[src/rtl/nib_cmd_pkg.sv]
package nib_cmd_pkg;
  typedef enum logic [3:0] {
    SEL_HOLD0  = 4'h0,
    SEL_HOLD1  = 4'h1,
    SEL_HOLD2  = 4'h2,
    SEL_HOLD3  = 4'h3,
    SEL_ADDR_L = 4'h6,
    SEL_ADDR_M = 4'h7,
    SEL_PTR    = 4'h8,
    SEL_CMD    = 4'h9,
    SEL_TMO    = 4'hA,
    SEL_ALOC   = 4'hB,
    SEL_SPECL  = 4'hF
  } sel_e;
endpackage

[src/rtl/nib_lock_ctrl.sv]
module nib_lock_ctrl #(
  parameter int         CTRL_W    = 8,
  parameter logic [7:0] LOCK_CODE = 8'hFF
) (
  input  logic [CTRL_W-1:0] ctrl_byte_i,
  input  logic              frm_valid_i,
  output logic              locked_o,
  output logic              accept_o
);
  assign locked_o = (ctrl_byte_i == LOCK_CODE[CTRL_W-1:0]);
  assign accept_o = frm_valid_i & ~locked_o;
endmodule

[src/rtl/nib_frame_decode.sv]
module nib_frame_decode
  import nib_cmd_pkg::*;
#(
  parameter int NIB_W     = 4,
  parameter int HOLD_NIBS = 4
) (
  input  logic               clk_i,
  input  logic               rst_ni,
  input  logic               accept_i,
  input  logic [2*NIB_W-1:0] frame_i,
  output logic [HOLD_NIBS-1:0] hold_we_o,
  output logic               alo_we_o,
  output logic               amid_we_o,
  output logic               ptr_we_o,
  output logic               cmd_we_o,
  output logic               tmo_we_o,
  output logic               aloc_we_o,
  output logic               relearn_o
);
  logic [NIB_W-1:0] sel, dat;
  assign sel = frame_i[2*NIB_W-1:NIB_W];
  assign dat = frame_i[NIB_W-1:0];

  for (genvar i = 0; i < HOLD_NIBS; i++) begin : g_hold_dec
    assign hold_we_o[i] = accept_i && (sel == NIB_W'(i));
  end

  assign alo_we_o  = accept_i && (sel == NIB_W'(SEL_ADDR_L));
  assign amid_we_o = accept_i && (sel == NIB_W'(SEL_ADDR_M));
  assign ptr_we_o  = accept_i && (sel == NIB_W'(SEL_PTR));
  assign cmd_we_o  = accept_i && (sel == NIB_W'(SEL_CMD));
  assign tmo_we_o  = accept_i && (sel == NIB_W'(SEL_TMO));
  assign aloc_we_o = accept_i && (sel == NIB_W'(SEL_ALOC));
  // only the full all-ones frame is a relearn; other data on that select is dropped
  assign relearn_o = accept_i && (sel == NIB_W'(SEL_SPECL)) && (&dat);

  assert_we_onehot_R5: assert property (@(posedge clk_i) disable iff (!rst_ni)
    $onehot0({hold_we_o, alo_we_o, amid_we_o, ptr_we_o, cmd_we_o,
              tmo_we_o, aloc_we_o, relearn_o}));
endmodule

[src/rtl/nib_reg_bank.sv]
module nib_reg_bank #(
  parameter int NIB_W       = 4,
  parameter int HOLD_NIBS   = 4,
  parameter int PTR_ALIAS_W = 2
) (
  input  logic                   clk_i,
  input  logic                   rst_ni,
  input  logic [NIB_W-1:0]       wdata_i,
  input  logic [HOLD_NIBS-1:0]   hold_we_i,
  input  logic                   alo_we_i,
  input  logic                   amid_we_i,
  input  logic                   ptr_we_i,
  input  logic                   cmd_we_i,
  input  logic                   tmo_we_i,
  input  logic                   aloc_we_i,
  input  logic                   relearn_i,
  output logic [HOLD_NIBS*NIB_W-1:0]         hold_o,
  output logic [2*NIB_W+PTR_ALIAS_W-1:0]     mem_addr_o,
  output logic [NIB_W-1:0]       rs_ptr_o,
  output logic [NIB_W-1:0]       cmd_o,
  output logic                   cmd_valid_o,
  output logic [NIB_W-1:0]       timeout_o,
  output logic [NIB_W-1:0]       aloc_o,
  output logic                   relearn_o
);
  logic [HOLD_NIBS*NIB_W-1:0] hold_q;
  logic [2*NIB_W-1:0]         addr_q;
  logic [NIB_W-1:0]           ptr_q, cmd_q, tmo_q, aloc_q;
  logic                       cmd_v_q, rl_q;
  logic                       any_we;

  for (genvar i = 0; i < HOLD_NIBS; i++) begin : g_hold
    always_ff @(posedge clk_i or negedge rst_ni) begin
      if (!rst_ni)           hold_q[i*NIB_W +: NIB_W] <= '0;
      else if (hold_we_i[i]) hold_q[i*NIB_W +: NIB_W] <= wdata_i;
    end
  end

  always_ff @(posedge clk_i or negedge rst_ni) begin
    if (!rst_ni) begin
      addr_q  <= '0;
      ptr_q   <= '0;
      cmd_q   <= '0;
      tmo_q   <= '0;
      aloc_q  <= '0;
      cmd_v_q <= 1'b0;
      rl_q    <= 1'b0;
    end else begin
      if (alo_we_i)  addr_q[NIB_W-1:0]       <= wdata_i;
      if (amid_we_i) addr_q[2*NIB_W-1:NIB_W] <= wdata_i;
      if (ptr_we_i)  ptr_q  <= wdata_i;
      if (cmd_we_i)  cmd_q  <= wdata_i;
      if (tmo_we_i)  tmo_q  <= wdata_i;
      if (aloc_we_i) aloc_q <= wdata_i;
      cmd_v_q <= cmd_we_i;
      rl_q    <= relearn_i;
    end
  end

  // pointer low bits double as the upper address bits: one storage element
  assign mem_addr_o  = {ptr_q[PTR_ALIAS_W-1:0], addr_q};
  assign hold_o      = hold_q;
  assign rs_ptr_o    = ptr_q;
  assign cmd_o       = cmd_q;
  assign cmd_valid_o = cmd_v_q;
  assign timeout_o   = tmo_q;
  assign aloc_o      = aloc_q;
  assign relearn_o   = rl_q;

  assign any_we = (|hold_we_i) | alo_we_i | amid_we_i | ptr_we_i |
                  cmd_we_i | tmo_we_i | aloc_we_i;

  assert_idle_frozen_R5: assert property (@(posedge clk_i) disable iff (!rst_ni)
    !$past(any_we) |-> ($stable(hold_q) && $stable(addr_q) && $stable(ptr_q) &&
                        $stable(cmd_q) && $stable(tmo_q) && $stable(aloc_q)));

  assert_cmd_pulse_data_R3: assert property (@(posedge clk_i) disable iff (!rst_ni)
    cmd_v_q |-> (cmd_q == $past(wdata_i)));
endmodule

[src/rtl/nib_cmd_decoder.sv]
module nib_cmd_decoder #(
  parameter int         NIB_W       = 4,
  parameter int         HOLD_NIBS   = 4,
  parameter int         PTR_ALIAS_W = 2,
  parameter logic [7:0] LOCK_CODE   = 8'hFF,
  localparam int        FRM_W       = 2 * NIB_W,
  localparam int        HOLD_W      = HOLD_NIBS * NIB_W,
  localparam int        ADDR_W      = 2 * NIB_W + PTR_ALIAS_W
) (
  input  logic              clk_i,
  input  logic              rst_ni,
  input  logic              frm_valid_i,
  input  logic [FRM_W-1:0]  frm_data_i,
  input  logic [7:0]        ctrl_byte_i,
  output logic [HOLD_W-1:0] hold_o,
  output logic [ADDR_W-1:0] mem_addr_o,
  output logic [NIB_W-1:0]  rs_ptr_o,
  output logic [NIB_W-1:0]  cmd_o,
  output logic              cmd_valid_o,
  output logic [NIB_W-1:0]  timeout_o,
  output logic [NIB_W-1:0]  aloc_o,
  output logic              relearn_o,
  output logic              locked_o,
  output logic              amp_route_o
);
  logic                 accept;
  logic [HOLD_NIBS-1:0] hold_we;
  logic alo_we, amid_we, ptr_we, cmd_we, tmo_we, aloc_we, rl_req;

  nib_lock_ctrl #(.CTRL_W(8), .LOCK_CODE(LOCK_CODE)) u_lock (
    .ctrl_byte_i (ctrl_byte_i),
    .frm_valid_i (frm_valid_i),
    .locked_o    (locked_o),
    .accept_o    (accept)
  );

  nib_frame_decode #(.NIB_W(NIB_W), .HOLD_NIBS(HOLD_NIBS)) u_dec (
    .clk_i     (clk_i),
    .rst_ni    (rst_ni),
    .accept_i  (accept),
    .frame_i   (frm_data_i),
    .hold_we_o (hold_we),
    .alo_we_o  (alo_we),
    .amid_we_o (amid_we),
    .ptr_we_o  (ptr_we),
    .cmd_we_o  (cmd_we),
    .tmo_we_o  (tmo_we),
    .aloc_we_o (aloc_we),
    .relearn_o (rl_req)
  );

  nib_reg_bank #(.NIB_W(NIB_W), .HOLD_NIBS(HOLD_NIBS), .PTR_ALIAS_W(PTR_ALIAS_W)) u_regs (
    .clk_i       (clk_i),
    .rst_ni      (rst_ni),
    .wdata_i     (frm_data_i[NIB_W-1:0]),
    .hold_we_i   (hold_we),
    .alo_we_i    (alo_we),
    .amid_we_i   (amid_we),
    .ptr_we_i    (ptr_we),
    .cmd_we_i    (cmd_we),
    .tmo_we_i    (tmo_we),
    .aloc_we_i   (aloc_we),
    .relearn_i   (rl_req),
    .hold_o      (hold_o),
    .mem_addr_o  (mem_addr_o),
    .rs_ptr_o    (rs_ptr_o),
    .cmd_o       (cmd_o),
    .cmd_valid_o (cmd_valid_o),
    .timeout_o   (timeout_o),
    .aloc_o      (aloc_o),
    .relearn_o   (relearn_o)
  );

  assign amp_route_o = locked_o;

  assert_lock_blocks_R7: assert property (@(posedge clk_i) disable iff (!rst_ni)
    $past(locked_o) |-> (!cmd_valid_o && !relearn_o && $stable(hold_o) &&
                         $stable(mem_addr_o) && $stable(rs_ptr_o) && $stable(cmd_o) &&
                         $stable(timeout_o) && $stable(aloc_o)));

  assert_relearn_src_R6: assert property (@(posedge clk_i) disable iff (!rst_ni)
    relearn_o |-> $past(frm_valid_i && (&frm_data_i) && !locked_o));

  assert_cmd_src_R3: assert property (@(posedge clk_i) disable iff (!rst_ni)
    cmd_valid_o |-> $past(frm_valid_i && !locked_o &&
                          frm_data_i[FRM_W-1:NIB_W] == NIB_W'(4'h9)));
endmodule

[config.mk]
export PLATFORM = sky130hd
export DESIGN_NAME = nib_cmd_decoder
export DESIGN_NICKNAME = d
export VERILOG_FILES = /design/src/rtl/nib_cmd_pkg.sv /design/src/rtl/nib_lock_ctrl.sv /design/src/rtl/nib_frame_decode.sv /design/src/rtl/nib_reg_bank.sv /design/src/rtl/nib_cmd_decoder.sv
export SDC_FILE = /design/constraint.sdc
export NUM_CORES = 1
export LEC_CHECK = 0
export CAP_MARGIN = 20
export CORE_MARGIN = 2
export CORE_UTILIZATION = 49
export DETAILED_ROUTE_END_ITERATION = 10
export GPL_TIMING_DRIVEN = 0
export PLACE_DENSITY = 0.85
export SYNTH_ARGS = -nofsm -noshare
export SYNTH_HDL_FRONTEND = slang
export SYNTH_SLANG_ARGS = --single-unit
[constraint.sdc]
create_clock -name clk_i -period 3.4 [get_ports clk_i]
set_input_delay 1.02 -clock clk_i [delete_from_list [all_inputs] [get_ports clk_i]]
set_output_delay 1.02 -clock clk_i [all_outputs]
set_load 0.01 [all_outputs]
* Yosys cells after proc, flatten, opt, wreduce, memory -nomap -nowiden
Index checks and enable logic that the tools add are counted.
** Cells by class
- Equality and inequality tests :: 11
- Bitwise gates (word level) :: 2
- Reduce and logical (&&, ||, !) cells :: 14
** Operators by type and width (number)
- $eq A4 B4 Y1 const B :: 5
- $logic_and A1 B1 Y1 :: 12
- $eq A4 B2 Y1 const B :: 2
- $eq A4 B3 Y1 const B :: 2
- $eq A8 B8 Y1 const B :: 1
- $eq A4 B1 Y1 const B :: 1
- $logic_not A4 Y1 :: 1
- $reduce_and A4 Y1 :: 1
- $and A1 B1 Y1 :: 1
- $not A1 Y1 :: 1
** Storage, ports and cells
- Bits in registers :: 42
- Bits of input ports :: 19

* Depth between registers and ports, before layout
Gate-level depths: netlist (run 1).
- Word-level depth :: 5
- Depth in mapped cells :: 4
- Gate-level depth less buffers :: 3

* Hierarchy
Synthesis (run 1) repeated with hierarchy kept, for this count alone.
** Second synthesis, totals
- Cells, all modules :: 108
- Area, all modules :: 1649.1 µm²
** Modules (own cells, without submodules)
- nib_reg_bank :: instances 1, cells an instance 84, area an instance 1516.5 µm², seq. area each 1051.0 µm²
- nib_frame_decode :: instances 1, cells an instance 19, area an instance 101.3 µm², seq. area each 0.0 µm²
- nib_lock_ctrl :: instances 1, cells an instance 4, area an instance 23.8 µm², seq. area each 0.0 µm²
- nib_cmd_decoder :: instances 1, cells an instance 1, area an instance 7.5 µm², seq. area each 0.0 µm²

* Least setup slack after synthesis (run 1)
No wires, ideal clock.
- Kind :: input port to output port
- From :: input port ctrl_byte_i[3]
- To :: output port locked_o
- Data arrival time :: 1823 ps
- Data required time :: 2380 ps
- Setup slack :: 557 ps
- Cell stages on the path :: 4
- Path buffers :: 2
- Path through :: nand4_1 -> buf_6 -> nor2_1 -> buf_4
** Between the ends
- Longest elaborated chain between the ends :: 1
** Ends and longest elaborated chain
- start, declared :: RTL line nib_cmd_decoder.sv:14 : input logic [7:0] ctrl_byte_i,
- $eq A8 B8 Y1 :: RTL line nib_lock_ctrl.sv:10 : assign locked_o = (ctrl_byte_i == LOCK_CODE[CTRL_W-1:0]);
- end, declared :: RTL line nib_cmd_decoder.sv:23 : output logic locked_o,
Every way passes these cells.

* Final worst setup path (run 1)
- From :: input port ctrl_byte_i[4]
- To :: output port locked_o
Same word-level chain as after synthesis.

==> results of run 1 <==
[registers in the layout, summed over array words and instances, names as in the netlist]
name / cells
u_regs.relearn_o: 1
u_regs.rs_ptr_o: 4
u_regs.cmd_valid_o: 1
u_regs.addr_q: 8
u_regs.hold_o: 16
u_regs.cmd_o: 4
u_regs.aloc_o: 4
u_regs.timeout_o: 4
[per-stage QoR]
stage / std cells / setup WS (ns) / hold slack [ns] / area [um2]
final: 236 / 0.0548 / 0.498 / 2760
after floorplan: 115 / 0.557 / 0.534 / 1930
after global placement: 227 / -0.432 / 0.480 / 2630
after detailed placement: 227 / -0.466 / 0.490 / 2630
after CTS: 236 / 0.0431 / 0.506 / 2760
after global routing: 236 / 0.00269 / 0.527 / 2760
[power by group through the flow]
stage,Combinational [mW],Clock [mW],Sequential [mW]
detailed placement,0.501,0,0.686
CTS,0.507,0.315,0.677
global placement,0.491,0,0.675
floorplan,0.152,0,0.728
finish,0.500,0.308,0.677
global route,0.534,0.333,0.691
[cells in the final DEF, fill, tap and decap left out]
master           count
o211ai_4            10
clkdlybuf4s50_1     61
and3_2               1
dfrtp_1             42
clkbuf_8             6
nor2_4               2
buf_4                6
mux2_1               4
and3b_2              1
buf_2                1
clkbuf_1             4
mux2_2              24
nor3b_1              1
nor3b_2              1
and2b_2              1
and3_1               1
dlygate4sd2_1        2
buf_6                1
nand4_1              2
nand4_4              1
and3b_1              1
mux2_4              12
inv_1                1
buf_12               1
and2b_1              1
[metal layers]
layer  global-route usage [%]  routed length [um]  vias to the layer above
met2                     37.9                2190                       44
met3                     5.24                 255                        8
met5                        0                   0                        -
met1                     25.3                1690                      614
li1                         -                   -                      565
met4                     8.42                  72                        0
[final timing paths]
check                                      end  slack, ns  cells after the start       startpoint
hold / removal                 u_regs.cmd_o[2]       0.50                      1  u_regs.cmd_o[2]
hold reg to reg                u_regs.cmd_o[2]       0.50                      1  u_regs.cmd_o[2]
setup / recovery                      locked_o       0.05                      6   ctrl_byte_i[4]
setup reg to reg               u_regs.cmd_o[0]       2.56                      1  u_regs.cmd_o[0]
min in group asynchronous  u_regs.timeout_o[0]       0.85                      1           rst_ni
max in group asynchronous     u_regs.hold_o[7]       1.99                      1           rst_ni
[kinds of logic after synthesis]
| kind of cell | Yosys count |
|---|---|
| flip-flops | 42 |
| multiplexers | 40 |
| AND/OR/NAND/NOR | 13 |
| AO/OA/AOI/OAI | 10 |
| buffers and inverters | 10 |
[cell type report]
class / count / area, um2 / share of cell area, %
Buffer: 9 / 68.8 / 2.50
Clock buffer: 6 / 82.6 / 3.00
Inverter: 1 / 3.75 / 0.136
Tap cell: 48 / 60.1 / 2.18
Sequential cell: 42 / 1050 / 38.1
Multi-Input combinational cell: 63 / 833 / 30.2
Timing Repair Buffer: 67 / 656 / 23.8
[repair_timing]
item                       in CTS  in global routing
setup endpoints to repair       2                  0
resized for setup               7                  0
buffers inserted                3                  0
hold buffers                    0                  0
==> results.sh, run 1 <==
export IMPL_post_synth_cell_area_avg_um2=16.8
export IMPL_die_height_um=66.8
export IMPL_root_buffer="clkbuf_8"
export IMPL_p_int_mw=1.09
export IMPL_dr_pass1_iters=4
export IMPL_cpLargestDelayFamily="buffers and inverters"
export IMPL_drive_gt1_share_pct=36.2
export IMPL_grtUsageTotal_pct=21.6
export IMPL_grt_pass1_wl_um=6870
export IMPL_synth_simple_area_share_pct=5.63
export IMPL_swShare_pct=26.5
export IMPL_p_clk_share_pct=20.7
export IMPL_drt_initial_drc_count=31
export IMPL_synth_xor_area_share_pct=0
export IMPL_worst_setup_path_type="in -> out"
export IMPL_core_area_mm2=0.00372
export IMPL_synth_edf_count=0
export IMPL_synth_top_area_cell="dfrtp_1"
export IMPL_diodes=0
export IMPL_grt_max_degree=43
export IMPL_seq_power_share_pct=45.6
export IMPL_hold_violations=0
export IMPL_period_share_pct=98.4
export IMPL_synthCells=115
export IMPL_fin_worst_skew_ns=0
export IMPL_required_ns=2.38
export IMPL_synth_top_family_by_area="multiplexers"
export IMPL_drt_total_wl_um=4210
export IMPL_fmax_ghz=0.299
export IMPL_switchingPower_mw=0.393
export IMPL_ant_nets=0
export IMPL_p_leak_nw=1.23
export IMPL_tns_ns=0
export IMPL_post_route_util_pct=74.1
export IMPL_fill_cells=227
export IMPL_p_total_mw=1.48
export IMPL_netlist_area_leader_share_pct=54.4
export IMPL_rows=22
export IMPL_cp_start_kind="input pin"
export IMPL_cts_buffers=5
export IMPL_hp_class="reg -> reg"
export IMPL_synth_common_cells="dfrtp_1 (42), mux2_2 (24), mux2_4 (12), o211ai_4 (10)"
export IMPL_synth_cell_types=21
export IMPL_cts_path_max_buffers=2
export IMPL_clk_pin_slew_ns=0.07
export IMPL_synth_most_common_cell="dfrtp_1"
export IMPL_post_dp_hpwl_um=3110
export IMPL_synth_fa_ha_area_share_pct=0
export IMPL_worstPathMaxFanout=3
export IMPL_areaGrowthSynthToFinish_pct=42.6
export IMPL_cts_tree="built"
export IMPL_antenna_found_initial=0
export IMPL_cp_end_kind="primary output"
export IMPL_synth_mux_area_share_pct=25.6
export IMPL_crit_arrival_ns=2.33
export IMPL_post_route_min_period_ns=3.35
export IMPL_viasPerCell=5.22
export IMPL_async_flop_share_pct=100
export IMPL_grt_pass1_vias=1342
export IMPL_clock_latency_ns=0.29
export IMPL_synthTopCellsByArea="dfrtp_1 (54%), mux2_2 (14%), o211ai_4 (11%), mux2_4 (9.3%), mux2_1 (2.3%)"
export IMPL_ys_seq_area_share_pct=54.4
export IMPL_globalplace_congestion=0.700
export IMPL_finalMaxSlewViolations=0
export IMPL_drc=0
export IMPL_die_width_um=66.8
export IMPL_slowest_stage="clkdlybuf4s50_1"
export IMPL_cts_sinks=42
export IMPL_via_count=1231
export IMPL_initial_core_util_pct=52.0
export IMPL_power_density_mw_per_mm2=539
export IMPL_comb_power_share_pct=33.7
export IMPL_route_detailed_wl_per_inst_um=17.9
export IMPL_status="complete, no violations"
export IMPL_critPathMaxStageDelay_ns=0.51
export IMPL_synth_nets=134
export IMPL_tightest_slew_ns=0.901
export IMPL_relSlewSlack_pct=39.9
export IMPL_io_pins=65
export IMPL_htree_levels=2
export IMPL_path_cells="clkdlybuf4s50_1 -> nand4_4 -> buf_12 -> nor2_4 -> buf_4 -> dlygate4sd2_1"
export IMPL_synth_ff_type="dfrtp_1"
export IMPL_rsz0062_at_grt="false"
export IMPL_dieArea_mm2=0.00446
export IMPL_yosys_warnings=0
export IMPL_timing_critical_path_buf_inv=4
export IMPL_synth_seq_cells=42
export IMPL_portBuffers=64
export IMPL_cap_violations=0
export IMPL_nets=208
export IMPL_synth_compound_area_share_pct=11.0
export IMPL_finalSetupViolCount=0
export IMPL_vdd_drop_max_uv=434
export IMPL_grt_ovfl_total=0
export IMPL_netlist_area_mm2=0.00193
Power figures use the tool's default switching activity.
==> run 2, diff against run 1 <==
- CORE_ASPECT_RATIO: unset -> 1.75
==> run 2 against run 1 <==
Against the previous run: maximum frequency up 0.96%; combinational power barely moved; routed wire length is 0.59% higher; power rose by 6.0%; sequential share of layout area decreased by 0.51 points; clock power up 28%; critical path depth did not move; critical path type unchanged; cell area is 1.4% higher; global-route usage down 0.55 points; worst hold slack improved by 0.0023 ns; utilization shrank 1.2 points.
==> results.sh, run 2 (synthesis gave the netlist of run 1 again) <==
export IMPL_swShare_pct=25.7
export IMPL_grt_ovfl_total=0
export IMPL_wl_met1_um=1520
export IMPL_rows=30
export IMPL_cts_tree="built"
export IMPL_p_clk_share_pct=25.1
export IMPL_antenna_found_initial=0
export IMPL_rsz0062_at_grt="false"
export IMPL_crit_arrival_ns=2.29
export IMPL_hold_path_endpoint="u_regs.cmd_o[0]"
export IMPL_hold_violations=0
export IMPL_viasPerCell=5.19
export IMPL_dr_pass1_iters=2
export IMPL_hp_class="reg -> reg"
export IMPL_largest_reg_flops=16
export IMPL_switchingPower_mw=0.404
export IMPL_rrSetupSlack_ns=2.60
export IMPL_cap_violations=0
export IMPL_p_leak_nw=1.25
export IMPL_place_ws_ns=-0.451
export IMPL_root_buffer="clkbuf_8"
export IMPL_post_route_util_pct=72.9
export IMPL_grt_max_degree=43
export IMPL_setup_slack_ns=0.0865
export IMPL_holdCritStartpoint="u_regs.cmd_o[0]"
export IMPL_via_count=1236
export IMPL_post_dp_hpwl_um=3150
export IMPL_nets=209
export IMPL_drt_initial_drc_count=3
export IMPL_clk_pin_slew_ns=0.08
export IMPL_wl_met3_um=212
export IMPL_areaGrowthSynthToFinish_pct=44.6
export IMPL_fin_worst_skew_ns=0
export IMPL_cp_start_kind="input pin"
export IMPL_r2r_end="u_regs.cmd_o[1]"
export IMPL_wl_met2_um=2400
export IMPL_final_common_cell="clkdlybuf4s50_1"
export IMPL_p_int_mw=1.17
export IMPL_dieArea_mm2=0.00448
export IMPL_diodes=0
export IMPL_grt_pass1_vias=1386
export IMPL_drive_gt1_share_pct=36.8
export IMPL_die_width_um=51.5
export IMPL_vdd_drop_max_uv=456
export IMPL_holdPathStages=1
export IMPL_initial_core_util_pct=50.5
export IMPL_dr_max_layer_used="met4"
export IMPL_drc=0
export IMPL_portBuffers=64
export IMPL_clock_latency_ns=0.29
export IMPL_worstPathMaxFanout=3
export IMPL_final_cell_mix="clkdlybuf4s50_1 (61), dfrtp_1 (42), mux2_2 (24)"
export IMPL_route_detailed_wl_per_inst_um=17.8
export IMPL_ant_nets=0
export IMPL_cts_sinks=42
export IMPL_die_height_um=87.1
export IMPL_finalMaxSlewViolations=0
export IMPL_io_pins=65
export IMPL_core_area_mm2=0.00383
export IMPL_cts_buffers=5
export IMPL_worst_setup_path_type="in -> out"
export IMPL_fmax_ghz=0.302
export IMPL_grt_pass1_wl_um=6820
export IMPL_post_route_min_period_ns=3.31
export IMPL_tightest_slew_ns=0.880
export IMPL_cp_end_kind="primary output"
export IMPL_ff2ff_path_depth=1
export IMPL_tns_ns=0
export IMPL_cts_path_max_buffers=2
export IMPL_power_density_mw_per_mm2=564
export IMPL_drt_total_wl_um=4240
export IMPL_seq_power_share_pct=42.9
export IMPL_cp_startpoint="ctrl_byte_i[0]"
export IMPL_final_area_mm2=0.00279
export IMPL_grtUsageTotal_pct=21.0
export IMPL_htree_levels=2
export IMPL_status="complete, no violations"
export IMPL_placed_cell_area_mm2=0.00263
export IMPL_r2r_start="u_regs.cmd_o[1]"
export IMPL_period_share_pct=97.5
export IMPL_comb_power_share_pct=32.0
export IMPL_finalSetupViolCount=0
export IMPL_relSlewSlack_pct=41.3
export IMPL_required_ns=2.38
export IMPL_globalplace_congestion=0.707
run 2: layout make-up:
cell class                 instances  area (um2)
inverter                           1        3.75
multi-input combinational         63         833
tap                               48        60.1
fill                             264        1040
sequential                        42        1050
clock buffer                       6        82.6
timing repair buffer              68         663
buffer                             9        68.8
clock inverter                     1        30.0
run 2: worst max-delay path by stage:
stage	to	slack [ns]
floorplan	locked_o	0.56
global placement	locked_o	-0.40
detailed placement	locked_o	-0.45
CTS	locked_o	0.09
global route	locked_o	0.04
finish	locked_o	0.09
run 2: through the flow:
step                      hold slack, ns  instances  power [mW]
after CTS                          0.502        238        1.59
after global routing               0.530        238        1.65
after global placement             0.481        227        1.17
after floorplan                    0.534        115       0.880
after detailed placement           0.484        227        1.19
final                              0.500        238        1.57
run 2: power groups by stage:
stage	logic, mW	registers, mW	clock network, mW
after floorplan	0.152	0.728	0
after global placement	0.493	0.676	0
after detailed placement	0.504	0.686	0
after CTS	0.510	0.677	0.403
after global routing	0.533	0.688	0.426
final	0.503	0.676	0.395
run 2: layer usage:
metal  vias up  global-route usage [%]
li1        562                       -
met1       620                    23.9
met2        42                    36.1
met3        12                    5.33
met4         0                    9.81
met5         -                       0
run 2: repair_timing:
item                                    CTS  global route
endpoints found under the setup margin    2             0
resized for setup                         7             0
setup buffers                             4             0
hold buffers                              0             0
run 2: critical path, stage by stage:
cell	delay [ns]
clkdlybuf4s50_1	0.52
nand4_4	0.13
buf_12	0.15
nor2_4	0.12
buf_4	0.11
dlygate4sd2_1	0.25
